$ cat src/rtl/lsu_pkg.sv
package lsu_pkg;
  typedef enum logic [1:0] {
    SZ_BYTE  = 2'd0,
    SZ_HALF  = 2'd1,
    SZ_WORD  = 2'd2,
    SZ_DWORD = 2'd3
  } size_e;
endpackage

$ cat src/rtl/lsu_agen.sv
module lsu_agen #(
  parameter int ADDR_W = 64,
  parameter int DISP_W = 16,
  parameter int IDX_W  = 5
) (
  input  logic [IDX_W-1:0]  base_idx,
  input  logic [ADDR_W-1:0] base,
  input  logic [DISP_W-1:0] disp,
  output logic [ADDR_W-1:0] addr
);
  localparam int EXT_W = ADDR_W - DISP_W;

  logic [ADDR_W-1:0] base_eff;
  logic [ADDR_W-1:0] disp_ext;

  // index zero always reads as zero
  assign base_eff = (base_idx == '0) ? '0 : base;
  assign disp_ext = {{EXT_W{disp[DISP_W-1]}}, disp};
  assign addr     = base_eff + disp_ext;
endmodule

$ cat src/rtl/lsu_lane_map.sv
module lsu_lane_map #(
  parameter int LANES = 8
) (
  input  logic [$clog2(LANES)-1:0] ofs,
  input  lsu_pkg::size_e           size,
  input  logic                     big_endian,
  output logic [$clog2(LANES)-1:0] start,
  output logic [LANES-1:0]         mask,
  output logic                     misalign
);
  localparam int OFS_W = $clog2(LANES);
  localparam int CNT_W = OFS_W + 1;

  logic [CNT_W-1:0] nbytes;
  logic [OFS_W-1:0] low_mask;
  logic [CNT_W-1:0] start_w;

  assign nbytes   = CNT_W'(1) << size;
  assign low_mask = OFS_W'(nbytes - CNT_W'(1));
  assign misalign = (ofs & low_mask) != '0;
  // big-endian item occupies lanes mirrored around the word
  assign start_w  = big_endian ? (CNT_W'(LANES) - nbytes - {1'b0, ofs}) : {1'b0, ofs};
  assign start    = start_w[OFS_W-1:0];

  for (genvar i = 0; i < LANES; i++) begin : g_lane
    assign mask[i] = !misalign &&
                     (CNT_W'(i) >= {1'b0, start}) &&
                     (CNT_W'(i) <  ({1'b0, start} + nbytes));
  end
endmodule

$ cat src/rtl/lsu_store_steer.sv
module lsu_store_steer #(
  parameter int DATA_W = 64
) (
  input  logic [DATA_W-1:0]            item,
  input  lsu_pkg::size_e               size,
  input  logic [$clog2(DATA_W/8)-1:0]  start,
  output logic [DATA_W-1:0]            lanes
);
  localparam int LANES = DATA_W / 8;
  localparam int CNT_W = $clog2(LANES) + 1;

  logic [CNT_W-1:0]  nbytes;
  logic [DATA_W-1:0] trimmed;

  assign nbytes = CNT_W'(1) << size;

  for (genvar b = 0; b < LANES; b++) begin : g_trim
    assign trimmed[8*b +: 8] = (CNT_W'(b) < nbytes) ? item[8*b +: 8] : 8'h00;
  end

  assign lanes = trimmed << {start, 3'b000};
endmodule

$ cat src/rtl/lsu_load_align.sv
module lsu_load_align #(
  parameter int DATA_W = 64
) (
  input  logic [DATA_W-1:0]           word,
  input  lsu_pkg::size_e              size,
  input  logic                        uns,
  input  logic [$clog2(DATA_W/8)-1:0] start,
  output logic [DATA_W-1:0]           result
);
  logic [DATA_W-1:0] shifted;

  assign shifted = word >> {start, 3'b000};

  always_comb begin
    int nbits;
    logic fill;
    nbits = 8 << size;
    fill  = uns ? 1'b0 : shifted[nbits-1];
    for (int i = 0; i < DATA_W; i++) begin
      result[i] = (i < nbits) ? shifted[i] : fill;
    end
  end
endmodule

$ cat src/rtl/lsu_lane_unit.sv
module lsu_lane_unit #(
  parameter int ADDR_W = 64,
  parameter int DATA_W = 64,
  parameter int DISP_W = 16,
  parameter int IDX_W  = 5
) (
  input  logic                  clk,
  input  logic                  rst,
  input  logic                  big_endian,
  input  logic                  req_valid,
  output logic                  req_ready,
  input  logic                  req_store,
  input  logic [1:0]            req_size,
  input  logic                  req_unsigned,
  input  logic [IDX_W-1:0]      req_base_idx,
  input  logic [ADDR_W-1:0]     req_base,
  input  logic [DISP_W-1:0]     req_disp,
  input  logic [DATA_W-1:0]     req_wdata,
  input  logic [IDX_W-1:0]      req_rd,
  output logic                  acc_valid,
  input  logic                  acc_ready,
  output logic                  acc_store,
  output logic [ADDR_W-1:0]     acc_addr,
  output logic [DATA_W/8-1:0]   acc_be,
  output logic [DATA_W-1:0]     acc_wdata,
  output logic                  acc_misalign,
  input  logic                  ld_valid,
  output logic                  ld_ready,
  input  logic [DATA_W-1:0]     ld_data,
  output logic                  wb_valid,
  input  logic                  wb_ready,
  output logic                  wb_we,
  output logic [IDX_W-1:0]      wb_rd,
  output logic [DATA_W-1:0]     wb_data
);
  import lsu_pkg::*;

  localparam int LANES = DATA_W / 8;
  localparam int OFS_W = $clog2(LANES);

  // request-side combinational results
  logic [ADDR_W-1:0] ea;
  logic [OFS_W-1:0]  lane_start;
  logic [LANES-1:0]  lane_mask;
  logic              mis;
  logic [DATA_W-1:0] steered;
  size_e             sz;

  assign sz = size_e'(req_size);

  lsu_agen #(.ADDR_W(ADDR_W), .DISP_W(DISP_W), .IDX_W(IDX_W)) u_agen (
    .base_idx (req_base_idx),
    .base     (req_base),
    .disp     (req_disp),
    .addr     (ea)
  );

  lsu_lane_map #(.LANES(LANES)) u_map (
    .ofs        (ea[OFS_W-1:0]),
    .size       (sz),
    .big_endian (big_endian),
    .start      (lane_start),
    .mask       (lane_mask),
    .misalign   (mis)
  );

  lsu_store_steer #(.DATA_W(DATA_W)) u_steer (
    .item  (req_wdata),
    .size  (sz),
    .start (lane_start),
    .lanes (steered)
  );

  // state
  logic              acc_valid_q, acc_store_q, acc_mis_q, acc_is_load_q;
  logic [ADDR_W-1:0] acc_addr_q;
  logic [LANES-1:0]  acc_be_q;
  logic [DATA_W-1:0] acc_wdata_q;
  size_e             acc_size_q;
  logic              pend_q;
  logic [OFS_W-1:0]  ctx_start_q;
  size_e             ctx_size_q;
  logic              ctx_uns_q;
  logic [IDX_W-1:0]  ctx_rd_q;
  logic              wb_valid_q, wb_we_q;
  logic [IDX_W-1:0]  wb_rd_q;
  logic [DATA_W-1:0] wb_data_q;
  logic [DATA_W-1:0] aligned;

  lsu_load_align #(.DATA_W(DATA_W)) u_align (
    .word   (ld_data),
    .size   (ctx_size_q),
    .uns    (ctx_uns_q),
    .start  (ctx_start_q),
    .result (aligned)
  );

  logic req_fire, acc_fire, ld_fire, wb_fire;

  assign req_ready = !acc_valid_q && !pend_q;
  assign ld_ready  = pend_q && (!wb_valid_q || wb_ready);
  assign req_fire  = req_valid && req_ready;
  assign acc_fire  = acc_valid_q && acc_ready;
  assign ld_fire   = ld_valid && ld_ready;
  assign wb_fire   = wb_valid_q && wb_ready;

  always_ff @(posedge clk) begin
    if (rst) begin
      acc_valid_q   <= 1'b0;
      acc_store_q   <= 1'b0;
      acc_mis_q     <= 1'b0;
      acc_is_load_q <= 1'b0;
      acc_addr_q    <= '0;
      acc_be_q      <= '0;
      acc_wdata_q   <= '0;
      acc_size_q    <= SZ_BYTE;
      pend_q        <= 1'b0;
      ctx_start_q   <= '0;
      ctx_size_q    <= SZ_BYTE;
      ctx_uns_q     <= 1'b0;
      ctx_rd_q      <= '0;
      wb_valid_q    <= 1'b0;
      wb_we_q       <= 1'b0;
      wb_rd_q       <= '0;
      wb_data_q     <= '0;
    end else begin
      if (req_fire) begin
        acc_valid_q   <= 1'b1;
        acc_store_q   <= req_store;
        acc_mis_q     <= mis;
        acc_is_load_q <= !req_store && !mis;
        acc_addr_q    <= ea;
        acc_be_q      <= lane_mask;
        acc_wdata_q   <= (req_store && !mis) ? steered : '0;
        acc_size_q    <= sz;
        ctx_start_q   <= lane_start;
        ctx_size_q    <= sz;
        ctx_uns_q     <= req_unsigned;
        ctx_rd_q      <= req_rd;
      end else if (acc_fire) begin
        acc_valid_q <= 1'b0;
        if (acc_is_load_q) pend_q <= 1'b1;
      end

      if (ld_fire) begin
        pend_q     <= 1'b0;
        wb_valid_q <= 1'b1;
        wb_we_q    <= (ctx_rd_q != '0);
        wb_rd_q    <= ctx_rd_q;
        wb_data_q  <= aligned;
      end else if (wb_fire) begin
        wb_valid_q <= 1'b0;
      end
    end
  end

  assign acc_valid    = acc_valid_q;
  assign acc_store    = acc_store_q;
  assign acc_addr     = acc_addr_q;
  assign acc_be       = acc_be_q;
  assign acc_wdata    = acc_wdata_q;
  assign acc_misalign = acc_mis_q;
  assign wb_valid     = wb_valid_q;
  assign wb_we        = wb_we_q;
  assign wb_rd        = wb_rd_q;
  assign wb_data      = wb_data_q;

  // aligned access enables exactly its size in lanes
  p_be_count_r3: assert property (@(posedge clk) disable iff (rst)
    (acc_valid && !acc_misalign) |-> ($countones(acc_be) == (1 << acc_size_q)));

  // misaligned access drives no lanes
  p_misalign_no_be_r5: assert property (@(posedge clk) disable iff (rst)
    (acc_valid && acc_misalign) |-> (acc_be == '0));

  // unsigned narrow loads leave upper bits clear
  p_zext_r6: assert property (@(posedge clk) disable iff (rst)
    (ld_fire && ctx_uns_q && ctx_size_q != SZ_DWORD) |=>
      ((wb_data >> (8 << $past(ctx_size_q))) == '0));

  // register zero never written
  p_no_write_zero_r7: assert property (@(posedge clk) disable iff (rst)
    (wb_valid && wb_rd == '0) |-> !wb_we);

  // stalled access holds
  p_acc_hold_r9: assert property (@(posedge clk) disable iff (rst)
    (acc_valid && !acc_ready) |=>
      (acc_valid && $stable(acc_addr) && $stable(acc_be) && $stable(acc_wdata)));

  // one access in flight
  p_single_flight_r10: assert property (@(posedge clk) disable iff (rst)
    (ld_ready || acc_valid) |-> !req_ready);

  // write-back holds until taken
  p_wb_hold_r8: assert property (@(posedge clk) disable iff (rst)
    (wb_valid && !wb_ready) |=> (wb_valid && $stable(wb_data) && $stable(wb_rd)));
endmodule

$ cat config.mk
export PLATFORM = sky130hd
export DESIGN_NAME = lsu_lane_unit
export DESIGN_NICKNAME = d
export VERILOG_FILES = /design/src/rtl/lsu_pkg.sv /design/src/rtl/lsu_agen.sv /design/src/rtl/lsu_lane_map.sv /design/src/rtl/lsu_store_steer.sv /design/src/rtl/lsu_load_align.sv /design/src/rtl/lsu_lane_unit.sv
export SDC_FILE = /design/constraint.sdc
export NUM_CORES = 1
export LEC_CHECK = 0
export BUFFER_PORTS_ARGS = -buffer_cell sky130_fd_sc_hd__buf_4
export CORE_MARGIN = 8
export CORE_UTILIZATION = 42
export CTS_BUF_LIST = sky130_fd_sc_hd__clkbuf_2
export CTS_CLUSTER_SIZE = 30
export DETAILED_ROUTE_END_ITERATION = 10
export PLACE_DENSITY = 0.75
export SLEW_MARGIN = 0
export SYNTH_ARGS = -nofsm -noshare
export SYNTH_HDL_FRONTEND = slang
export SYNTH_SLANG_ARGS = --single-unit
export TNS_END_PERCENT = 30
$ cat constraint.sdc
create_clock -name clk -period 9.1 [get_ports clk]
set_input_delay 1.82 -clock clk [delete_from_list [all_inputs] [get_ports clk]]
set_output_delay 1.82 -clock clk [all_outputs]
set_load 0.01 [all_outputs]
==> results of run 1 <==
-- synth_stat cells, drive strengths merged, types with 27 or more instances --
cell	number
a21o	42
o21ai	113
nand2	323
nor2b	77
ha	73
mux2i	61
a21oi	245
clkbuf	117
nor2	228
buf	39
inv	32
nand3	53
mux2	30
dfxtp	223
o22ai	27
a211oi	32
xnor2	36
a22oi	68
-- kinds of logic after synthesis --
logic type,Yosys count,share of synthesized area (%)
compound gates,637,26.0
fa+ha+maj,75,6.03
buf+inv,190,4.97
mux,114,9.27
simple gates,786,22.1
xor+xnor,62,3.43
flops,223,28.2
-- layer usage --
layer,share of wire [%],wire (um)
met5,0,0
met4,3.9,2570
met3,8.8,5870
met2,46,30600
met1,41,27500
-- through the flow --
step                      area [um2]  power (uW)  std cells  util, %
after CTS                      19900        2970       3011     53.1
after detailed placement       19300        2200       2904     51.7
after floorplan                15800        1810       2087        -
final                          19900        2960       3015     53.2
after global placement         19300        2190       2904     51.7
after global routing           19900        3130       3015     53.2
-- worst min path at each step --
stage | startpoint | endpoint | slack [ps]
2_1_floorplan | ctx_rd_q[3] | wb_rd[3] | 440
3_3_place_gp | acc_addr[41] | acc_addr[41] | 440
3_5_place_dp | acc_addr[41] | acc_addr[41] | 450
4_1_cts | acc_addr[41] | acc_addr[41] | 460
5_1_grt | acc_addr[28] | acc_addr[28] | 480
6_report | acc_addr[41] | acc_addr[41] | 460
-- cell type report --
class / instances / area (um2)
flip-flops and latches: 223 / 4470
clock inverters: 16 / 93.8
repair buffers: 463 / 3480
clock buffers: 91 / 455
fillers: 3705 / 17500
inverters: 33 / 124
well taps: 511 / 639
diodes: 4 / 10.0
multi-input cells: 1674 / 10600
-- where the power goes --
| part | total (uW) | internal (uW) | switching (uW) |
|---|---|---|---|
| registers | 1060 | 1020 | 38.2 |
| clock network | 762 | 296 | 465 |
| logic | 1140 | 458 | 682 |
| total | 2960 | 1780 | 1190 |
-- registers in the layout, indices dropped and copies added, names as in the netlist, 2 cells and up --
name,cells
wb_rd,5
acc_wdata,64
acc_be,8
ctx_start_q,3
acc_addr,64
ctx_rd_q,5
ctx_size_q,2
wb_data,64
-- worst register-to-register path, delay by kind of cell, from the launching register on --
| kind | cells | cell delay, ps |
|---|---|---|
| compound gates | 4 | 1150 |
| buf+inv | 2 | 620 |
| flops | 1 | 440 |
| simple gates | 4 | 1030 |
| mux | 1 | 490 |
==> flow_metrics.tcl, run 1 <==
set metrics [dict create \
    worst-setup-path-type "input pin to flip-flop" \
    insertion_delay_ps 1030 \
    dieArea_mm2 0.0441 \
    p_leak_uw 0.00881 \
    syn_avg_cell_area_um2 7.58 \
    max_slew_margin_pct 29.3 \
    pre_cts_ws_ps 1620 \
    initial_core_util_pct 42.3 \
    fin_crit_sh_pct 71.6 \
    grt.met1_usage_pct 36.0 \
    synth_edf_count 0 \
    tritoncts "built" \
    grt_pass1_wl_um 99400 \
    r2r_cells 11 \
    critical_path.cell_chain "buf_4 -> or4_1 -> nor2_4 -> buf_4 -> nor2b_1 -> ha_1 -> inv_1 -> fa_1 -> inv_1 -> ha_1 -> inv_1 -> ha_1 -> mux2i_4 -> buf_4 -> inv_2 -> ha_1 -> a21o_1 -> a21oi_1 -> xor2_1 -> nor2_1 -> nor2_1 -> a32oi_1 -> nor2_1" \
    min_period_ps 6510 \
    end_kind "flip-flop" \
    setup_viol 0 \
    synth-seq-area-share_pct 28.2 \
    globalRouteMet3Util_pct 6.86 \
    synth_cell_type_count 90 \
    vias_per_cell 5.79 \
    ios 441 \
    reg2reg_to "wb_data[63]" \
    io_buffers 440 \
    hold_violations 0 \
    fin_hold_ws_ps 457 \
    drv_slew 0 \
    grtUsageTotal_pct 28.4 \
    drcViolationCount 0 \
    yosysWarnings 0 \
    cts-buffers-inserted 61 \
    crit_family "buffers and inverters" \
    synthesis.area_mm2 0.0158 \
    cpPeakStageDelay_ps 590 \
    wl_per_cell_um 22.1 \
    synthTopCellsByArea "dfxtp_1 (28%), a21oi_1 (7.6%), nand2_1 (7.6%)" \
    fin_setup_tns_ps 0 \
    vdd_drop_max_mv 0.112 \
    num_vias 17400 \
    syn2layout_area_growth_pct 25.7 \
    layout_commonest_cell "buf_4" \
    maxCapViolCount 0 \
    rr_startpoint "ctx_start_q[0]" \
    final_cell_mix "buf_4 (462), nand2_1 (320), a21oi_1 (241)" \
    path_max_fanout 62 \
    cp_slowest_cell "or4_1" \
    worstPathRequired_ps 9980 \
    tightest_slew_ps 1060 \
    core_area_mm2 0.0374 \
    yosys.area.top_type "dfxtp_1" \
    antenna_found_initial 2 \
    grt.busiest_layer "met2" \
    post_cts_buffers 0 \
    crit_top_cell "ha_1" \
    wl_um 66600 \
    drive_gt1_share_pct 26.6 \
    ff2ff_setup_slack_ps 5220 \
    htree_num_levels 2 \
    finClkSkew_ps 31.1 \
    grtUsageMet2_pct 45.8 \
    place_congestion 1.01 \
    cts-root-buf "clkbuf_2" \
    first_global_vias 16800 \
    drtPass1Iterations 5 \
    status "finished, final reports clean" \
    ys_ff_latch 223 \
    critPathBufInv 7 \
    dp_hpwl_um 50500 \
    critPathLaunch "req_base_idx[0]" \
    num_rows 71 \
    whs_path_depth 2 \
    arrival_ps 7400 \
    rsz0062_at_grt "no" \
    synth_top_area_share_pct 28.2 \
    grt_overflow 0 \
    syn_nets 2391 \
    grt_max_degree 100 \
    crit_cells 23 \
    finish.net_count 2760 \
    synth_ff_type "dfxtp_1" \
    synth_cells 2087 \
    critPathLaunchType "input pin" \
    drt.antenna.violating_nets 0 \
    cts_sinks 223 \
    synth-async-reset-ratio_pct 0 \
    drtIter0Drc 1514 \
    hp-class "flip-flop to flip-flop" \
    die_width_um 210 \
    fmax_mhz 154 \
    die_h_um 210 \
    power.density_mw_per_mm2 149 \
    layout_setup_ws_ps 2590 \
    crit_end "acc_be[4]" \
    path_clk_slew_ps 100 \
    cts_resized 0 \
    clock_path_buffers 3 \
    cts_hold_buf 0 \
]
(Power assumes the default switching activity.)
==> run 2, diff against run 1 <==
PLACE_DENSITY = 0.78   (was 0.75)
clock period = 5.3 ns   (was 9.1 ns; I/O delays follow)
==> run 2 against run 1 <==
- worst hold slack got worse by 54 ps
- first-iteration DRC count up 15%
- core utilization grew 1.7 points
- total power increased by 81%
==> flow_metrics.tcl, run 2 (synthesis gave the netlist of run 1 again) <==
set metrics [dict create \
    min_period_ps 4500 \
    insertion_delay_ps 910 \
    place_congestion 1.02 \
    dp_hpwl_um 51300 \
    final_cells 3084 \
    antenna_found_initial 2 \
    critPathBufInv 3 \
    rr_startpoint "pend_q" \
    layout_commonest_cell "buf_4" \
    post_cts_buffers 0 \
    finish.net_count 2826 \
    clock_path_buffers 3 \
    worstPathRequired_ps 6120 \
    drv_slew 0 \
    whs_path_depth 3 \
    worst-setup-path-type "input pin to flip-flop" \
    io_buffers 440 \
    drive_gt1_share_pct 28.9 \
    drtPass1Iterations 6 \
    cts-root-buf "clkbuf_2" \
    crit_end "acc_addr[56]" \
    num_vias 17700 \
    maxCapViolCount 0 \
    power.density_mw_per_mm2 261 \
    ios 441 \
    grt_max_degree 101 \
    max_slew_margin_pct 25.6 \
    wl_um 66900 \
    multi_input_area_mm2 0.0107 \
    ff2ff_setup_slack_ps 1960 \
    num_rows 71 \
    pre_cts_ws_ps -25.0 \
    arrival_ps 5330 \
    reg2reg_to "acc_wdata[2]" \
    final_cell_mix "buf_4 (519), nand2_1 (320), a21oi_1 (240)" \
    r2r_cells 8 \
    critical_path.cell_chain "buf_4 -> or4_4 -> nor2_4 -> buf_12 -> nor2b_1 -> ha_1 -> a21o_2 -> o221ai_1 -> nor4_1 -> o311ai_2 -> a2111oi_4 -> a2111oi_4 -> buf_4 -> o41ai_2 -> xor2_1 -> nand2_1 -> a21oi_1" \
    p_leak_uw 0.00918 \
    drt.antenna.violating_nets 0 \
    layout_setup_ws_ps 799 \
    post-route-util_pct 54.8 \
    ff_latch_area_mm2 0.00447 \
    crit_cells 17 \
    cts_sinks 223 \
    dpl.cell_count 2964 \
    grt_overflow 0 \
    die_width_um 210 \
    htree_num_levels 3 \
    finClkSkew_ps 61.9 \
    grt_pass1_wl_um 102000 \
    cts-buffers-inserted 67 \
    vias_per_cell 5.74 \
    status "finished, final reports clean" \
    syn2layout_area_growth_pct 29.7 \
    die_h_um 210 \
    critPathLaunch "req_base_idx[0]" \
    vdd_drop_max_mv 0.155 \
    end_kind "flip-flop" \
    cp_slowest_cell "or4_4" \
    drcViolationCount 0 \
    setup_viol 0 \
    grtUsageTotal_pct 28.9 \
    critPathLaunchType "input pin" \
    hold_violations 0 \
    hp-class "input pin to flip-flop" \
    cts_hold_buf 0 \
    fin_crit_sh_pct 84.9 \
    path_max_fanout 61 \
    tritoncts "built" \
    nFillCells 3531 \
    core_area_mm2 0.0374 \
    tightest_slew_ps 1120 \
    cts_resized 0 \
    crit_family "compound AO/OA/AOI/OAI gates" \
    fmax_mhz 222 \
    initial_core_util_pct 42.3 \
    cpPeakStageDelay_ps 550 \
    first_global_vias 17500 \
    fin_hold_ws_ps 403 \
    path_clk_slew_ps 100 \
    wl_per_cell_um 21.7 \
    dieArea_mm2 0.0441 \
    drtIter0Drc 1743 \
    rsz0062_at_grt "no" \
]
==> run 2: worst min-delay path by stage <==
stage | start | slack (ps) | to
5_1_grt | req_rd[1] | 330 | ctx_rd_q[1]
6_report | req_unsigned | 400 | ctx_uns_q
3_3_place_gp | acc_addr[7] | 440 | acc_addr[7]
2_1_floorplan | ctx_rd_q[3] | 440 | wb_rd[3]
3_5_place_dp | acc_addr[32] | 440 | acc_addr[32]
4_1_cts | req_unsigned | 270 | ctx_uns_q
==> run 2: layout make-up <==
| class | instances | area share (%) |
|---|---|---|
| multi-input combinational | 1674 | 51.9 |
| antenna | 2 | 0.0244 |
| clock buffer | 96 | 2.34 |
| inverter | 33 | 0.604 |
| timing repair buffer | 523 | 19.3 |
| tap | 511 | 3.12 |
| sequential | 223 | 21.8 |
| clock inverter | 22 | 0.860 |
==> run 2: worst register-to-register path, stage by stage, from the launching register on <==
cell and delay (ps):
dfxtp_1 370, nor2_1 580, nand2_4 500, nor3_1 480, and2_1 270, nor2b_1 290
and3_1 400, a32oi_1 160, nor2_1 160
==> run 2: power by group <==
group	internal (uW)	total (uW)	switching [uW]
clock network	636	1470	832
logic	861	2070	1210
registers	1750	1820	63.9
==> run 2: per-layer routing <==
layer	global-route usage (%)	part of all wire, %	up-vias
met1	36.6	41	8331
met2	47.2	46	909
met5	0	0	-
li1	-	-	8342
met4	12.3	3.7	0
met3	6.28	8.8	131
==> run 2: per-stage QoR <==
stage          TNS, ps  area, um2  total power [uW]
2_1_floorplan        0      15900              3120
3_3_place_gp      -121      19900              3860
3_5_place_dp     -25.0      19900              3880
4_1_cts              0      20500              5370
5_1_grt              0      20500              5660
6_report             0      20500              5360
==> run 3, diff against run 2 <==
ABC_AREA = 1   (was default)
PLACE_DENSITY = 0.76   (was 0.78)
clock period = 3.8 ns   (was 5.3 ns; I/O delays follow)
==> run 3 against run 2 <==
- critical path depth is 7 higher
- worst hold slack worse by 280 ps
- synthesized area is 17% higher
- global-route usage is 0.24 points higher
- combinational power is 60% higher
- sequential share of layout area is 2.9 points lower
- design area is 15% higher
- largest cell class unchanged
==> flow_metrics.tcl, run 3 <==
set metrics [dict create \
    hp-class "input pin to flip-flop" \
    die_width_um 226 \
    nFillCells 4715 \
    grt_overflow 0 \
    pre_cts_ws_ps -499 \
    arrival_ps 4130 \
    path_max_fanout 4 \
    setup_viol 0 \
    dieArea_mm2 0.0511 \
    ios 441 \
    vias_per_cell 5.07 \
    grtUsageTotal_pct 29.2 \
    finish.net_count 4140 \
    first_global_vias 21500 \
    synthTopCellsByArea "dfxtp_1 (24%), nand2_1 (23%), inv_1 (12%)" \
    synth_edf_count 0 \
    io_buffers 440 \
    cp_slowest_cell "fa_1" \
    cts_sinks 223 \
    yosys-top-cells-count "nand2_1 (1150), inv_1 (568), nor2_1 (322)" \
    layout_setup_ws_ps 488 \
    max_slew_margin_pct 40.2 \
    layout_commonest_cell "nand2_1" \
    synth_top_area_share_pct 24.1 \
    wl_per_cell_um 17.3 \
    die_h_um 226 \
    synth_most_common_cell "nand2_1" \
    post_cts_buffers 0 \
    yosysWarnings 0 \
    hold_violations 0 \
    path_clk_slew_ps 80 \
    synth-async-reset-ratio_pct 0 \
    drive_gt1_share_pct 17.4 \
    post-route-util_pct 53.8 \
    status "finished, final reports clean" \
    grt_pass1_wl_um 118000 \
    power.density_mw_per_mm2 330 \
    tightest_slew_ps 896 \
    cpPeakStageDelay_ps 580 \
    drtPass1Iterations 8 \
    cts-buffers-inserted 66 \
    num_rows 77 \
    cts_hold_buf 12 \
    drcViolationCount 0 \
    synth_ff_type "dfxtp_1" \
    min_period_ps 3310 \
    antenna_found_initial 2 \
    worst-setup-path-type "input pin to flip-flop" \
    p_leak_uw 0.0136 \
    drtIter0Drc 2115 \
    fmax_mhz 302 \
    insertion_delay_ps 990 \
    cts-root-buf "clkbuf_2" \
    synthesis.area_mm2 0.0185 \
    wl_um 77400 \
    synth-seq-area-share_pct 24.1 \
    rsz0062_at_grt "no" \
    critPathLaunchType "input pin" \
    finClkSkew_ps 78.1 \
    syn_avg_cell_area_um2 5.49 \
    vdd_drop_max_mv 0.182 \
    critical_path.cell_chain "buf_4 -> nor3_4 -> nand2_2 -> nand2_1 -> inv_1 -> ha_2 -> inv_2 -> fa_1 -> inv_1 -> ha_1 -> inv_1 -> ha_2 -> xor2_1 -> nand2_1 -> nand3_4 -> xnor2_4 -> ha_4 -> a21oi_2 -> nand2_1 -> xor2_2 -> nor2_1 -> a21oi_1 -> o21ai_1 -> a21oi_1" \
    clock_path_buffers 3 \
    tritoncts "built" \
    htree_num_levels 3 \
    crit_family "adder cells" \
    end_kind "flip-flop" \
    drv_slew 0 \
    synth_cells 3371 \
    synth_cell_type_count 36 \
    syn2layout_area_growth_pct 27.4 \
    yosys.area.top_type "dfxtp_1" \
    cts_resized 0 \
    dp_hpwl_um 61400 \
    drt.antenna.violating_nets 0 \
    fin_crit_sh_pct 87.2 \
    ys_ff_latch 223 \
    maxCapViolCount 0 \
    final_cell_mix "nand2_1 (1147), inv_1 (563), buf_4 (527)" \
    place_congestion 1.01 \
    grt_max_degree 89 \
    core_area_mm2 0.0438 \
    critPathBufInv 5 \
    initial_core_util_pct 42.3 \
    num_vias 22700 \
    worstPathRequired_ps 4620 \
    syn_nets 3675 \
]
## run 3: changes by cell type after synthesis, sizes merged, moves of 50 or more
cell | before | now
nand2 | 323 | 1152
inv | 32 | 572
o21ai | 113 | 283
nand3 | 53 | 175
nor2 | 228 | 325
nor2b | 77 | 0
a22oi | 68 | 0
mux2i | 61 | 11
## run 3: kinds of logic (layout without fill, tap and decap cells)
| group | Yosys count | count (layout) | share of synthesized area [%] |
|---|---|---|---|
| simple gates | 1727 | 1727 | 37.3 |
| fa+ha+maj | 75 | 75 | 5.15 |
| flops | 223 | 223 | 24.1 |
| other cells | 0 | 1 | 0 |
| xor+xnor | 34 | 34 | 1.69 |
| buf+inv | 726 | 1228 | 15.0 |
| mux | 11 | 11 | 0.594 |
| compound gates | 575 | 575 | 16.1 |
## run 3: final cells by class
class	count	area, um2	share of cell area, %
inverters	575	2160	9.16
well taps	592	741	3.14
flip-flops and latches	223	4470	18.9
clock buffers	93	465	1.97
multi-input cells	2422	11400	48.2
diodes	1	2.50	0.0106
clock inverters	12	119	0.504
repair buffers	548	4260	18.0
## run 3: final timing paths
path | startpoint | endpoint | slack [ps] | cells past startpoint
worst max-delay path | req_base_idx[2] | acc_be[4] | 490 | 24
worst min register to register | acc_wdata[3] | acc_wdata[3] | 470 | 2
worst min-delay path | req_store | acc_store | 120 | 3
worst max register to register | ctx_size_q[1] | wb_data[49] | 990 | 8
## run 3: per-stage QoR
stage	power (uW)	cell area [um2]	cells	TNS [ps]	hold WS, ps
2_1_floorplan	4540	18600	3371	-3930	444
3_3_place_gp	5820	22900	4348	-11630	453
3_5_place_dp	5830	22900	4348	-13030	457
4_1_cts	7810	23600	4465	0	9.42
5_1_grt	8330	23600	4466	0	52.5
6_report	7790	23600	4466	0	123
## run 3: tightest hold or removal path, stage by stage
cell,delay (ps)
buf_4,130
inv_1,90
a21oi_1,70
## run 3: report_power, final
part	internal (uW)	switching [uW]
Combinational	1200	2110
Sequential	2450	81.4
Clock	795	1150
## run 3: layer usage
metal,global-route usage [%],wire length [um]
met2,48.8,35600
met1,35.2,31300
met5,0,8
met3,5.51,6530
met4,15.5,3940
